## config.mk

```make
export PLATFORM = sky130hd
export DESIGN_NAME = cpu_clk_reseq
export DESIGN_NICKNAME = d
export VERILOG_FILES = /design/src/rtl/cpu_clk_pkg.sv /design/src/rtl/cpu_clk_pll_lut.sv /design/src/rtl/cpu_clk_div_calc.sv /design/src/rtl/cpu_clk_seq_fsm.sv /design/src/rtl/cpu_clk_reseq.sv
export SDC_FILE = /design/constraint.sdc
export NUM_CORES = 1
export LEC_CHECK = 0
export BUFFER_PORTS_ARGS = -buffer_cell sky130_fd_sc_hd__buf_2
export CAP_MARGIN = 40
export CORE_AREA = 5 5 110 163
export CTS_CLUSTER_SIZE = 20
export DETAILED_ROUTE_END_ITERATION = 10
export DIE_AREA = 0 0 115 168
export MAX_ROUTING_LAYER = met4
export SETUP_SLACK_MARGIN = 0.4
export SYNTH_ARGS = -nofsm -noshare
export SYNTH_HDL_FRONTEND = slang
export SYNTH_SLANG_ARGS = --single-unit
```

## constraint.sdc

```tcl
create_clock -name clk_i -period 3.5 [get_ports clk_i]
set_input_delay 0.7 -clock clk_i [delete_from_list [all_inputs] [get_ports clk_i]]
set_output_delay 0.7 -clock clk_i [all_outputs]
set_load 0.02 [all_outputs]
```

## src/rtl/cpu_clk_pkg.sv

```systemverilog
package cpu_clk_pkg;

  localparam int unsigned MHZ_W    = 16;
  localparam int unsigned DATA_W   = 32;
  localparam int unsigned ADDR_W   = 4;
  localparam int unsigned NUM_ENT  = 15;
  localparam int unsigned XTAL_MHZ = 24;

  // configuration register layout
  localparam int unsigned AXI_LSB = 0;
  localparam int unsigned AXI_W   = 3;
  localparam int unsigned AHB_LSB = 4;
  localparam int unsigned AHB_W   = 2;
  localparam int unsigned APB_LSB = 8;
  localparam int unsigned APB_W   = 2;
  localparam int unsigned SRC_LSB = 16;
  localparam int unsigned SRC_W   = 2;

  localparam logic [SRC_W-1:0] SRC_OSC = 2'b01;
  localparam logic [SRC_W-1:0] SRC_PLL = 2'b10;

  localparam logic [DATA_W-1:0] DIV_MASK =
      (DATA_W'((1 << AXI_W) - 1) << AXI_LSB) |
      (DATA_W'((1 << AHB_W) - 1) << AHB_LSB) |
      (DATA_W'((1 << APB_W) - 1) << APB_LSB);
  localparam logic [DATA_W-1:0] SRC_MASK = DATA_W'((1 << SRC_W) - 1) << SRC_LSB;
  localparam logic [DATA_W-1:0] CFG_RST  = DATA_W'(SRC_OSC) << SRC_LSB;

  typedef enum logic [2:0] {
    ST_IDLE, ST_PARK, ST_WAIT_A, ST_DIV, ST_PLL, ST_WAIT_B, ST_SWITCH
  } seq_st_e;

  localparam int ENT_M = 1;
  localparam int ENT_P = 0;

  function automatic int ent_n(int idx);
    if (idx == 0)           return 16;
    else if (idx == 1)      return 16;
    else if (idx == 2)      return 20;
    else if (idx == NUM_ENT - 1) return 27;
    else                    return 18 + idx;
  endfunction

  function automatic int ent_k(int idx);
    if (idx == 0)                return 1;
    else if (idx == NUM_ENT - 1) return 3;
    else                         return 2;
  endfunction

  function automatic int ent_mhz(int idx);
    return (XTAL_MHZ * ent_n(idx) * ent_k(idx)) / (ENT_M * (1 << ENT_P));
  endfunction

  function automatic logic [DATA_W-1:0] pll_word(int n, int k, int m, int pe);
    return 32'h8000_0000 | (32'd8 << 26) | (32'd16 << 20) | (32'd2 << 13) |
           (32'(pe) << 16) | (32'(n) << 8) | (32'(k - 1) << 4) | 32'(m - 1);
  endfunction

endpackage

```

## src/rtl/cpu_clk_pll_lut.sv

```systemverilog
module cpu_clk_pll_lut
  import cpu_clk_pkg::*;
#(
  parameter int unsigned MAX_MHZ = 1944
) (
  input  logic [MHZ_W-1:0]  req_mhz_i,
  output logic [MHZ_W-1:0]  sel_mhz_o,
  output logic [DATA_W-1:0] pll_word_o,
  output logic              mismatch_o
);

  logic [MHZ_W-1:0] clamp_mhz;
  logic [NUM_ENT-1:0] ge;
  logic [NUM_ENT-1:0][MHZ_W-1:0]  ent_f;
  logic [NUM_ENT-1:0][DATA_W-1:0] ent_w;

  assign clamp_mhz = (req_mhz_i > MHZ_W'(MAX_MHZ)) ? MHZ_W'(MAX_MHZ) : req_mhz_i;

  for (genvar i = 0; i < NUM_ENT; i++) begin : g_ent
    localparam int F = ent_mhz(i);
    assign ent_f[i] = MHZ_W'(F);
    assign ent_w[i] = pll_word(ent_n(i), ent_k(i), ENT_M, ENT_P);
    assign ge[i]    = (ent_f[i] >= clamp_mhz);
  end

  // lowest entry that reaches the request; top entry is the fallback
  always_comb begin
    logic found;
    found      = 1'b0;
    sel_mhz_o  = ent_f[NUM_ENT-1];
    pll_word_o = ent_w[NUM_ENT-1];
    for (int i = 0; i < NUM_ENT; i++) begin
      if (!found && ge[i]) begin
        found      = 1'b1;
        sel_mhz_o  = ent_f[i];
        pll_word_o = ent_w[i];
      end
    end
  end

  assign mismatch_o = (sel_mhz_o != clamp_mhz);

endmodule

```

## src/rtl/cpu_clk_div_calc.sv

```systemverilog
module cpu_clk_div_calc
  import cpu_clk_pkg::*;
#(
  parameter int unsigned AXI_CAP = 450,
  parameter int unsigned AHB_CAP = 250,
  parameter int unsigned MAX_AXI = 8,
  parameter int unsigned MAX_AHB = 4
) (
  input  logic [MHZ_W-1:0]  f_mhz_i,
  output logic [DATA_W-1:0] div_fields_o
);

  localparam int unsigned CNT_W = $clog2(MAX_AXI + MAX_AHB + 1);
  localparam int unsigned EXT_W = MHZ_W + CNT_W;

  logic [CNT_W-1:0] axi_n, ahb_n;
  logic [AHB_W-1:0] ahb_e;
  logic [EXT_W-1:0] f_ext;

  assign f_ext = EXT_W'(f_mhz_i);

  // ceil(f/AXI_CAP) by threshold count
  always_comb begin
    axi_n = CNT_W'(1);
    for (int k = 1; k < MAX_AXI; k++)
      if (f_ext > EXT_W'(AXI_CAP * k)) axi_n = axi_n + CNT_W'(1);
  end

  // ceil(floor(f/axi)/AHB_CAP): floor(f/axi) > C*j  <=>  f >= (C*j+1)*axi
  always_comb begin
    logic [EXT_W-1:0] thr;
    ahb_n = CNT_W'(1);
    for (int j = 1; j < MAX_AHB; j++) begin
      thr = EXT_W'(AHB_CAP * j + 1) * EXT_W'(axi_n);
      if (f_ext >= thr) ahb_n = ahb_n + CNT_W'(1);
    end
  end

  // round up to power of two, keep exponent
  always_comb begin
    ahb_e = '0;
    for (int e = 0; e < (1 << AHB_W) - 1; e++)
      if ((CNT_W'(1) << e) < ahb_n) ahb_e = AHB_W'(e + 1);
  end

  assign div_fields_o = (DATA_W'(AXI_W'(axi_n - CNT_W'(1))) << AXI_LSB) |
                        (DATA_W'(ahb_e) << AHB_LSB) |
                        (DATA_W'(APB_W'(1)) << APB_LSB);

endmodule

```

## src/rtl/cpu_clk_seq_fsm.sv

```systemverilog
module cpu_clk_seq_fsm
  import cpu_clk_pkg::*;
#(
  parameter int unsigned SETTLE_CYC = 8,
  parameter logic [ADDR_W-1:0] ADDR_CFG = 4'h0,
  parameter logic [ADDR_W-1:0] ADDR_PLL = 4'h1
) (
  input  logic              clk_i,
  input  logic              rst_ni,
  input  logic              go_i,
  input  logic [DATA_W-1:0] div_fields_i,
  input  logic [DATA_W-1:0] pll_word_i,
  output logic              busy_o,
  output logic              done_o,
  output logic              wr_en_o,
  output logic [ADDR_W-1:0] wr_addr_o,
  output logic [DATA_W-1:0] wr_data_o
);

  localparam int unsigned CNT_W = $clog2(SETTLE_CYC + 1);

  seq_st_e          st_q;
  logic [CNT_W-1:0] cnt_q;
  logic [DATA_W-1:0] shadow_q;
  logic             settled;

  assign settled = (cnt_q == CNT_W'(SETTLE_CYC - 1));
  assign busy_o  = (st_q != ST_IDLE);

  always_ff @(posedge clk_i or negedge rst_ni) begin
    if (!rst_ni) begin
      st_q   <= ST_IDLE;
      cnt_q  <= '0;
      done_o <= 1'b0;
    end else begin
      done_o <= 1'b0;
      unique case (st_q)
        ST_IDLE:   if (go_i) st_q <= ST_PARK;
        ST_PARK:   begin cnt_q <= '0; st_q <= ST_WAIT_A; end
        ST_WAIT_A: if (settled) st_q <= ST_DIV; else cnt_q <= cnt_q + CNT_W'(1);
        ST_DIV:    st_q <= ST_PLL;
        ST_PLL:    begin cnt_q <= '0; st_q <= ST_WAIT_B; end
        ST_WAIT_B: if (settled) st_q <= ST_SWITCH; else cnt_q <= cnt_q + CNT_W'(1);
        ST_SWITCH: begin done_o <= 1'b1; st_q <= ST_IDLE; end
        default:   st_q <= ST_IDLE;
      endcase
    end
  end

  always_comb begin
    wr_en_o   = 1'b0;
    wr_addr_o = ADDR_CFG;
    wr_data_o = shadow_q;
    unique case (st_q)
      ST_PARK: begin
        wr_en_o   = 1'b1;
        wr_data_o = (shadow_q & ~SRC_MASK) | (DATA_W'(SRC_OSC) << SRC_LSB);
      end
      ST_DIV: begin
        wr_en_o   = 1'b1;
        wr_data_o = (shadow_q & ~DIV_MASK) | (div_fields_i & DIV_MASK);
      end
      ST_PLL: begin
        wr_en_o   = 1'b1;
        wr_addr_o = ADDR_PLL;
        wr_data_o = pll_word_i;
      end
      ST_SWITCH: begin
        wr_en_o   = 1'b1;
        wr_data_o = (shadow_q & ~SRC_MASK) | (DATA_W'(SRC_PLL) << SRC_LSB);
      end
      default: ;
    endcase
  end

  always_ff @(posedge clk_i or negedge rst_ni) begin
    if (!rst_ni)                                shadow_q <= CFG_RST;
    else if (wr_en_o && wr_addr_o == ADDR_CFG)  shadow_q <= wr_data_o;
  end

endmodule

```

## src/rtl/cpu_clk_reseq.sv

```systemverilog
module cpu_clk_reseq
  import cpu_clk_pkg::*;
#(
  parameter int unsigned SETTLE_CYC = 8,
  parameter int unsigned MAX_MHZ    = 1944,
  parameter int unsigned AXI_CAP    = 450,
  parameter int unsigned AHB_CAP    = 250
) (
  input  logic              clk_i,
  input  logic              rst_ni,
  input  logic              start_i,
  input  logic [15:0]       req_mhz_i,
  output logic              busy_o,
  output logic              done_o,
  output logic              mismatch_o,
  output logic [15:0]       sel_mhz_o,
  output logic              wr_en_o,
  output logic [3:0]        wr_addr_o,
  output logic [31:0]       wr_data_o
);

  logic [MHZ_W-1:0]  lut_mhz;
  logic [DATA_W-1:0] lut_word, div_fields;
  logic              lut_mm, go;
  logic [DATA_W-1:0] word_q, div_q;

  cpu_clk_pll_lut #(.MAX_MHZ(MAX_MHZ)) u_lut (
    .req_mhz_i  (req_mhz_i),
    .sel_mhz_o  (lut_mhz),
    .pll_word_o (lut_word),
    .mismatch_o (lut_mm)
  );

  cpu_clk_div_calc #(.AXI_CAP(AXI_CAP), .AHB_CAP(AHB_CAP)) u_div (
    .f_mhz_i      (lut_mhz),
    .div_fields_o (div_fields)
  );

  assign go = start_i && !busy_o;

  always_ff @(posedge clk_i or negedge rst_ni) begin
    if (!rst_ni) begin
      sel_mhz_o  <= '0;
      mismatch_o <= 1'b0;
      word_q     <= '0;
      div_q      <= '0;
    end else if (go) begin
      sel_mhz_o  <= lut_mhz;
      mismatch_o <= lut_mm;
      word_q     <= lut_word;
      div_q      <= div_fields;
    end
  end

  cpu_clk_seq_fsm #(.SETTLE_CYC(SETTLE_CYC)) u_fsm (
    .clk_i        (clk_i),
    .rst_ni       (rst_ni),
    .go_i         (go),
    .div_fields_i (div_q),
    .pll_word_i   (word_q),
    .busy_o       (busy_o),
    .done_o       (done_o),
    .wr_en_o      (wr_en_o),
    .wr_addr_o    (wr_addr_o),
    .wr_data_o    (wr_data_o)
  );

endmodule

```

Yosys cells after proc, flatten, opt, wreduce, memory -nomap -nowiden
Index checks and enable logic that the tools add are counted.
Widths: inputs -> output; s select.
{"block": "word_totals", "inputBits": 19, "n_memories": 0, "ram_bits": 0, "latch_bits": 0, "reg_bits": 98, "output_inout_bits": 56, "wordCells": 172, "rom_bits": 0}
{"block": "op_classes", "div_mod_pow": 0, "mul": 3, "eq_ne": 12, "n_bitwise": 2, "n_lt_le_gt_ge": 29, "shifts": 0, "reduce_logical": 40, "mux": 68, "n_addsub": 10}
{"operator": "$mux 16", "n": 15}
{"operator": "$mux 12", "n": 15}
{"operator": "$ge 11x16->1 const A", "n": 11}
{"operator": "$pmux 32 s4", "n": 1}
{"operator": "$ge 10x16->1 const A", "n": 3}
{"operator": "$gt 16x11->1 const B", "n": 3}
{"operator": "$gt 16x12->1 const B", "n": 3}
{"operator": "$mux 4", "n": 9}
{"operator": "$or 32x9->32", "n": 1}
{"operator": "$add 4x1->4 const B", "n": 7}
{"operator": "$mux 1", "n": 18}
{"operator": "$pmux 3 s6", "n": 1}
{"operator": "$ge 16x12->1", "n": 1}
{"operator": "$ge 16x13->1", "n": 1}
{"operator": "$ge 16x14->1", "n": 1}
{"operator": "$ge 9x16->1 const A", "n": 1}
{"operator": "$gt 16x10->1 const B", "n": 1}
{"operator": "$gt 16x9->1 const B", "n": 1}
{"operator": "$logic_and 1x1->1", "n": 16}
{"operator": "$ne 16x16->1", "n": 1}
{"operator": "$logic_not 1->1", "n": 15}
{"operator": "$mul 10x4->14 const A", "n": 1}
{"operator": "$mul 9x4->13 const A", "n": 1}
{"operator": "$mul 8x4->12 const A", "n": 1}
{"operator": "24 further kinds", "n": 36}

Depth between registers and ports, before layout
{"block": "logic_depth", "depth_word": 72, "depth_mapped": 31, "ltp_nobuf": 29}

Cells and area by module
A second synthesis with hierarchy kept.
{"block": "unflattened", "hier_cells": 894, "area_unflattened_um2": 9526.6}
{"module": "cpu_clk_reseq", "seq_area_each_um2": 2026.9, "n_inst": 1, "area_per_inst_um2": 3429.5, "cells_each": 172}
{"module": "cpu_clk_div_calc", "seq_area_each_um2": 0.0, "n_inst": 1, "area_per_inst_um2": 3080.5, "cells_each": 386}
{"module": "cpu_clk_seq_fsm", "seq_area_each_um2": 1002.2, "n_inst": 1, "area_per_inst_um2": 1929.4, "cells_each": 172}
{"module": "cpu_clk_pll_lut", "seq_area_each_um2": 0.0, "n_inst": 1, "area_per_inst_um2": 1087.3, "cells_each": 164}

Worst setup path before layout
No wires, ideal clock.
{"block": "synth_path", "path_type": "input -> register", "start": "in req_mhz_i[3]", "end": "reg div_q[4]", "cell_stages": 24, "n_path_buf": 0, "setup_ns": 0.121, "t_arrival_ns": 6.982, "required_time_ns": 3.379, "slack_ns": -3.603, "cell_sequence": "nor4_2 nand2_1 a21o_1 a21o_1 a21oi_1 fa_1 xnor2_1 inv_1 fa_1 inv_1 ha_1 a31o_2 a21o_1 a21oi_1 o21ai_0 xnor2_1 ha_1 a21oi_1 o21ai_0 o21ai_0 fa_1 a21oi_1 o21ai_0 o22a_1"}
{"block": "synth_via", "elab_chain_cells": 72, "word_cells_on_any_way": 112, "cone_classes": "8 x add/sub; 3 x mul; 29 x order compare; 43 x mux; 1 x bitwise; 28 x reduce/logical"}
{"element": "start, declared", "line": "cpu_clk_reseq.sv:12", "rtl": "input logic [15:0] req_mhz_i,"}
{"element": "$gt 16x11->1", "line": "cpu_clk_pll_lut.sv:17", "rtl": "assign clamp_mhz = (req_mhz_i > MHZ_W'(MAX_MHZ)) ? MHZ_W'(MAX_MHZ) : req_mhz_i;"}
{"element": "$mux 16 *", "line": "cpu_clk_pll_lut.sv:17"}
{"element": "$ge 9x16->1", "line": "cpu_clk_pll_lut.sv:23", "rtl": "assign ge[i] = (ent_f[i] >= clamp_mhz);"}
{"element": "$mux 1", "line": "cpu_clk_pll_lut.sv:33", "rtl": "if (!found && ge[i]) begin"}
{"element": "$logic_not 1->1", "line": "cpu_clk_pll_lut.sv:33"}
{"element": "$logic_and 1x1->1", "line": "cpu_clk_pll_lut.sv:33"}
{"element": "$mux 1", "line": "cpu_clk_pll_lut.sv:33"}
{"element": "$logic_not 1->1", "line": "cpu_clk_pll_lut.sv:33"}
{"element": "(+56 left out)"}
{"element": "$mux 4", "line": "cpu_clk_div_calc.sv:35", "rtl": "if (f_ext >= thr) ahb_n = ahb_n + CNT_W'(1);"}
{"element": "$add 4x1->4", "line": "cpu_clk_div_calc.sv:35"}
{"element": "$mux 4 *", "line": "cpu_clk_div_calc.sv:35"}
{"element": "$lt 1x4->1", "line": "cpu_clk_div_calc.sv:43", "rtl": "if ((CNT_W'(1) << e) < ahb_n) ahb_e = AHB_W'(e + 1);"}
{"element": "$mux 1", "line": "cpu_clk_div_calc.sv:43"}
{"element": "$mux 2", "line": "cpu_clk_div_calc.sv:43"}
{"element": "$mux 2 *", "line": "cpu_clk_div_calc.sv:43"}
{"element": "$or 3x6->6 *", "line": "cpu_clk_div_calc.sv:46", "rtl": "assign div_fields_o = (DATA_W'(AXI_W'(axi_n - CNT_W'(1))) << AXI_LSB) |"}
{"element": "end signal, assigned", "line": "cpu_clk_reseq.sv:51", "rtl": "div_q <= div_fields;"}
{"element": "end, declared", "line": "cpu_clk_reseq.sv:25", "rtl": "logic [DATA_W-1:0] word_q, div_q;"}
Mark *: on every way between the ends. The rest lies on a longest branch, timed or not.
A chain may end at the register's enable or synchronous reset.

Worst setup path after layout
{"block": "layout_path", "start": "in req_mhz_i[0]", "end": "reg div_q[4]"}
Same word-level chain as after synthesis.

==> summary.md <==
| Metric | Value |
|---|---|
| Critical path class | in -> reg |
| Worst setup SP type | input port |
| Max Root-Sink Buffers | 2 |
| Final period util | 1.766 |
| CP peak stage delay | 670 ps |
| Ranking of synthesized cells by area | dfrtp_1, ha_1, fa_1 |
| DRC Markers | 0 |
| Final WL | between 10000 and 15000 µm |
| Total negative slack | -4830 ps |
| Starting Density | 0.3349 |
| Sequential share of power | 0.257 |
| Post-layout util | 0.4705 |
| Fmax | 0.1618 GHz |
| DP Area | a little over 7000 µm² |
| NumNets Final | 932 |
| Pwr dens | 506.5 nW/µm² |
| RSZ-0062 raised after global routing | yes |
| Share of post-route cells with drive strength above 1 | 0.3608 |
| GR Util All Layers | 0.1613 |
| Congestion Overflow GR | 0 |
| Async SR Flop Fraction | 1.000 |
| Detailed placement HPWL | 12300 µm |
| Post-synthesis sequential area ratio | 0.2714 |
| # hold bufs at CTS | 0 |
| Sw frac | 0.3918 |
| Delay-heaviest family, CP | adder cells |
| Num ports | 75 |
| Yosys top cell by area | dfrtp_1 |
| Leakage | 3.818 nW |
| Router iterations before antenna repair | 4 |
| CTS tree | built |
| Max stage delay cell, worst path | fa_2 |
| Number of synthesized flops with an enable pin | 0 |
| Initial drt markers | between 200 and 250 |
| Final worst setup slack | -2681 ps |
| H-Tree Depth | 3 |
| Slew HR | 0.6507 |
| Die area | approximately 19000 µm² |
| CP most frequent cell | fa_2 |
| Max cap viols | 0 |
| Post-synth top area share | 0.2665 |
| Combinational power share | 0.486 |
| Synthesized area | 5445 µm² |
| FILL cells | 1569 |
| Clk network pwr share | 0.257 |
| Via count | 5095 |
| Ys Warns | 0 |
| Seq cells post-synth | between 50 and 60 |
| Clk_skew | 1.518 ps |
| First-pass GRT wire length | around 25000 µm |
| Num Clock Sinks | 59 |
| Antenna-violating nets left | 0 |
| Clock latency on the worst-skew pair | 320 ps |
| Post-Synthesis Cells | 637 |
| Status | complete, but fails checks |
| Distinct cell type count after synthesis | 64 |
| Die height | 168 µm |
| Number of global-route vias before repair | 5192 |
| Synth Flop Type | dfrtp_1 |
| CP Data Arrival Time | 6390 ps |
| Design Power | just under 4 mW |
| Non-Filler Instances | 1043 |
| Max FO, Critical Path | 4 |
| Final setup viols | 2 |
| Total CTS buffers | 9 |
| Failing checks | setup timing |
| WP buf/inv | 3 |
| Max VDD drop | roughly 0.00060 V |
| DIE WIDTH | around 120 µm |
| Hold Slack | 265.1 ps |
| Antenna violations before repair | 0 |
| Worst hold path class | in -> async |
| Wire length per cell | 14.20 µm |
| WP data required | 3710 ps |
| Core area | roughly 16000 µm² |
| Antenna diodes | 0 |
| Design area | 7650 µm² |
| Pin count of the biggest net entering global routing | 34 |
| Synth cell count leaders | ha_1, nand2_1, dfrtp_1 |
| Clock slew at reported path FFs | 50 ps |
| Place WS | -3077 ps |
| # port buffers | 63 |
| Clock root buffer master | clkbuf_16 |
| Area delta synth->final | 40.49% |
| Final Critical Period | 6181 ps |
| Hold Violations, Final | 0 |
| Type of destination of the critical path | register |
| RD Place Congestion | between 0.9 and 1 |
| Pins Over Slew Limit | 0 |
| Slew @ Worst Pin | 520.5 ps |
| P_int | approximately 2.4 mW |
| Average cell area after synthesis | between 8 and 9 µm² |
| Placed cells | 1014 |
| Site Rows | 57 |
| Via density | roughly 4.9 |
| Switch Pwr | 1.518 mW |
## cells in the final DEF (no fill, tap or decap), types with 10 or more instances in the layout
cell type  synthesis  final
buf_4             13    159
nand2_1           68     67
ha_1              68     66
buf_2              5     61
dfrtp_1           58     57
o21ai_0           47     37
inv_1             40     36
a21oi_1           34     27
nor2_1            29     25
nor2b_1           25     25
conb_1             2     17
xnor2_1           17     15
xor2_1            14     14
a21o_1            13     13
nor3_1            13     12
o21ai_1            2     11
nand3_1           10     10
nand2b_1          10     10
## area by class of cell
cell class | instances | area (µm²) | share of cell area
Clock buffer | 9 | 225.2 | 0.02944
Tap cell | 206 | 257.7 | 0.03369
Inverter | 40 | 158.9 | 0.02077
Multi-Input combinational cell | 491 | 3774 | 0.4933
Timing Repair Buffer | 231 | 1639 | 0.2143
Clock inverter | 7 | 116.4 | 0.01521
Sequential cell | 59 | 1479 | 0.1933
## cell families after synthesis
| kind of cell | count (synthesis) | share of synthesized area |
|---|---|---|
| muxes | 7 | 0.01402 |
| DFF | 59 | 0.2714 |
| xor gates and xnor gates | 31 | 0.04986 |
| and+or+nand+nor | 192 | 0.1765 |
| AOI/OAI and AO/OA | 162 | 0.2006 |
| adders and majority gates | 82 | 0.2059 |
| buffers and inverters | 102 | 0.08042 |
| other | 2 | 0.001379 |
## routing by layer
metal  global-route usage  share of wire  up-vias
met1               0.1729           0.39     2407
li1                     -              -     2568
met4              0.05516          0.030        0
met2               0.3042           0.55       94
met5                    -              0        -
met3              0.01400          0.030       26
## power by group through the flow
stage	combinational [mW]	clock [mW]	sequential [mW]
floorplan	1.22	0	0.964
global placement	1.80	0	1.00
detailed placement	1.84	0	1.01
CTS	1.88	1.01	0.998
global route	2.11	1.04	1.02
finish	1.88	0.995	0.998
## path summary, 6_finish.rpt
kind,end,slack [ps],depth (start not counted),from
max,div_q[4]$_DFFE_PN0P_,-2680,28,req_mhz_i[0]
min,u_fsm.shadow_q[26]$_DFFE_PN0P_,270,1,rst_ni
max reg2reg,u_fsm.shadow_q[8]$_DFFE_PN0P_,1400,6,u_fsm.st_q[2]$_DFFE_PN0P_
min reg2reg,u_fsm.shadow_q[6]$_DFFE_PN0P_,370,0,u_fsm.shadow_q[6]$_DFFE_PN0P_
max in group asynchronous,u_fsm.st_q[0]$_DFFE_PN0P_,2480,3,rst_ni
min in group clk_i,u_fsm.shadow_q[6]$_DFFE_PN0P_,370,0,u_fsm.shadow_q[6]$_DFFE_PN0P_
## worst reg2reg max path: cells and delay by family, from the launching register on
kind / cells / cell delay [ps]
AOI/OAI and AO/OA: 1 / 320
DFF: 1 / 520
and+or+nand+nor: 3 / 620
muxes: 1 / 270
buffers and inverters: 1 / 260
## flip-flops by register name, summed over array words and instances (netlist names)
signal          flops
mismatch_o          1
sel_mhz_o           8
u_fsm.st_q          3
word_q              5
div_q               5
u_fsm.done_o        1
u_fsm.cnt_q         4
u_fsm.shadow_q     32
## repair_timing
item | in CTS | in global routing
pin swaps | 12 | 20
cloned | 0 | 0
endpoints found under the setup margin | 15 | 4
buffers inserted | 6 | 7
resized for setup | 21 | 18
Power figures use the tool's default switching activity.
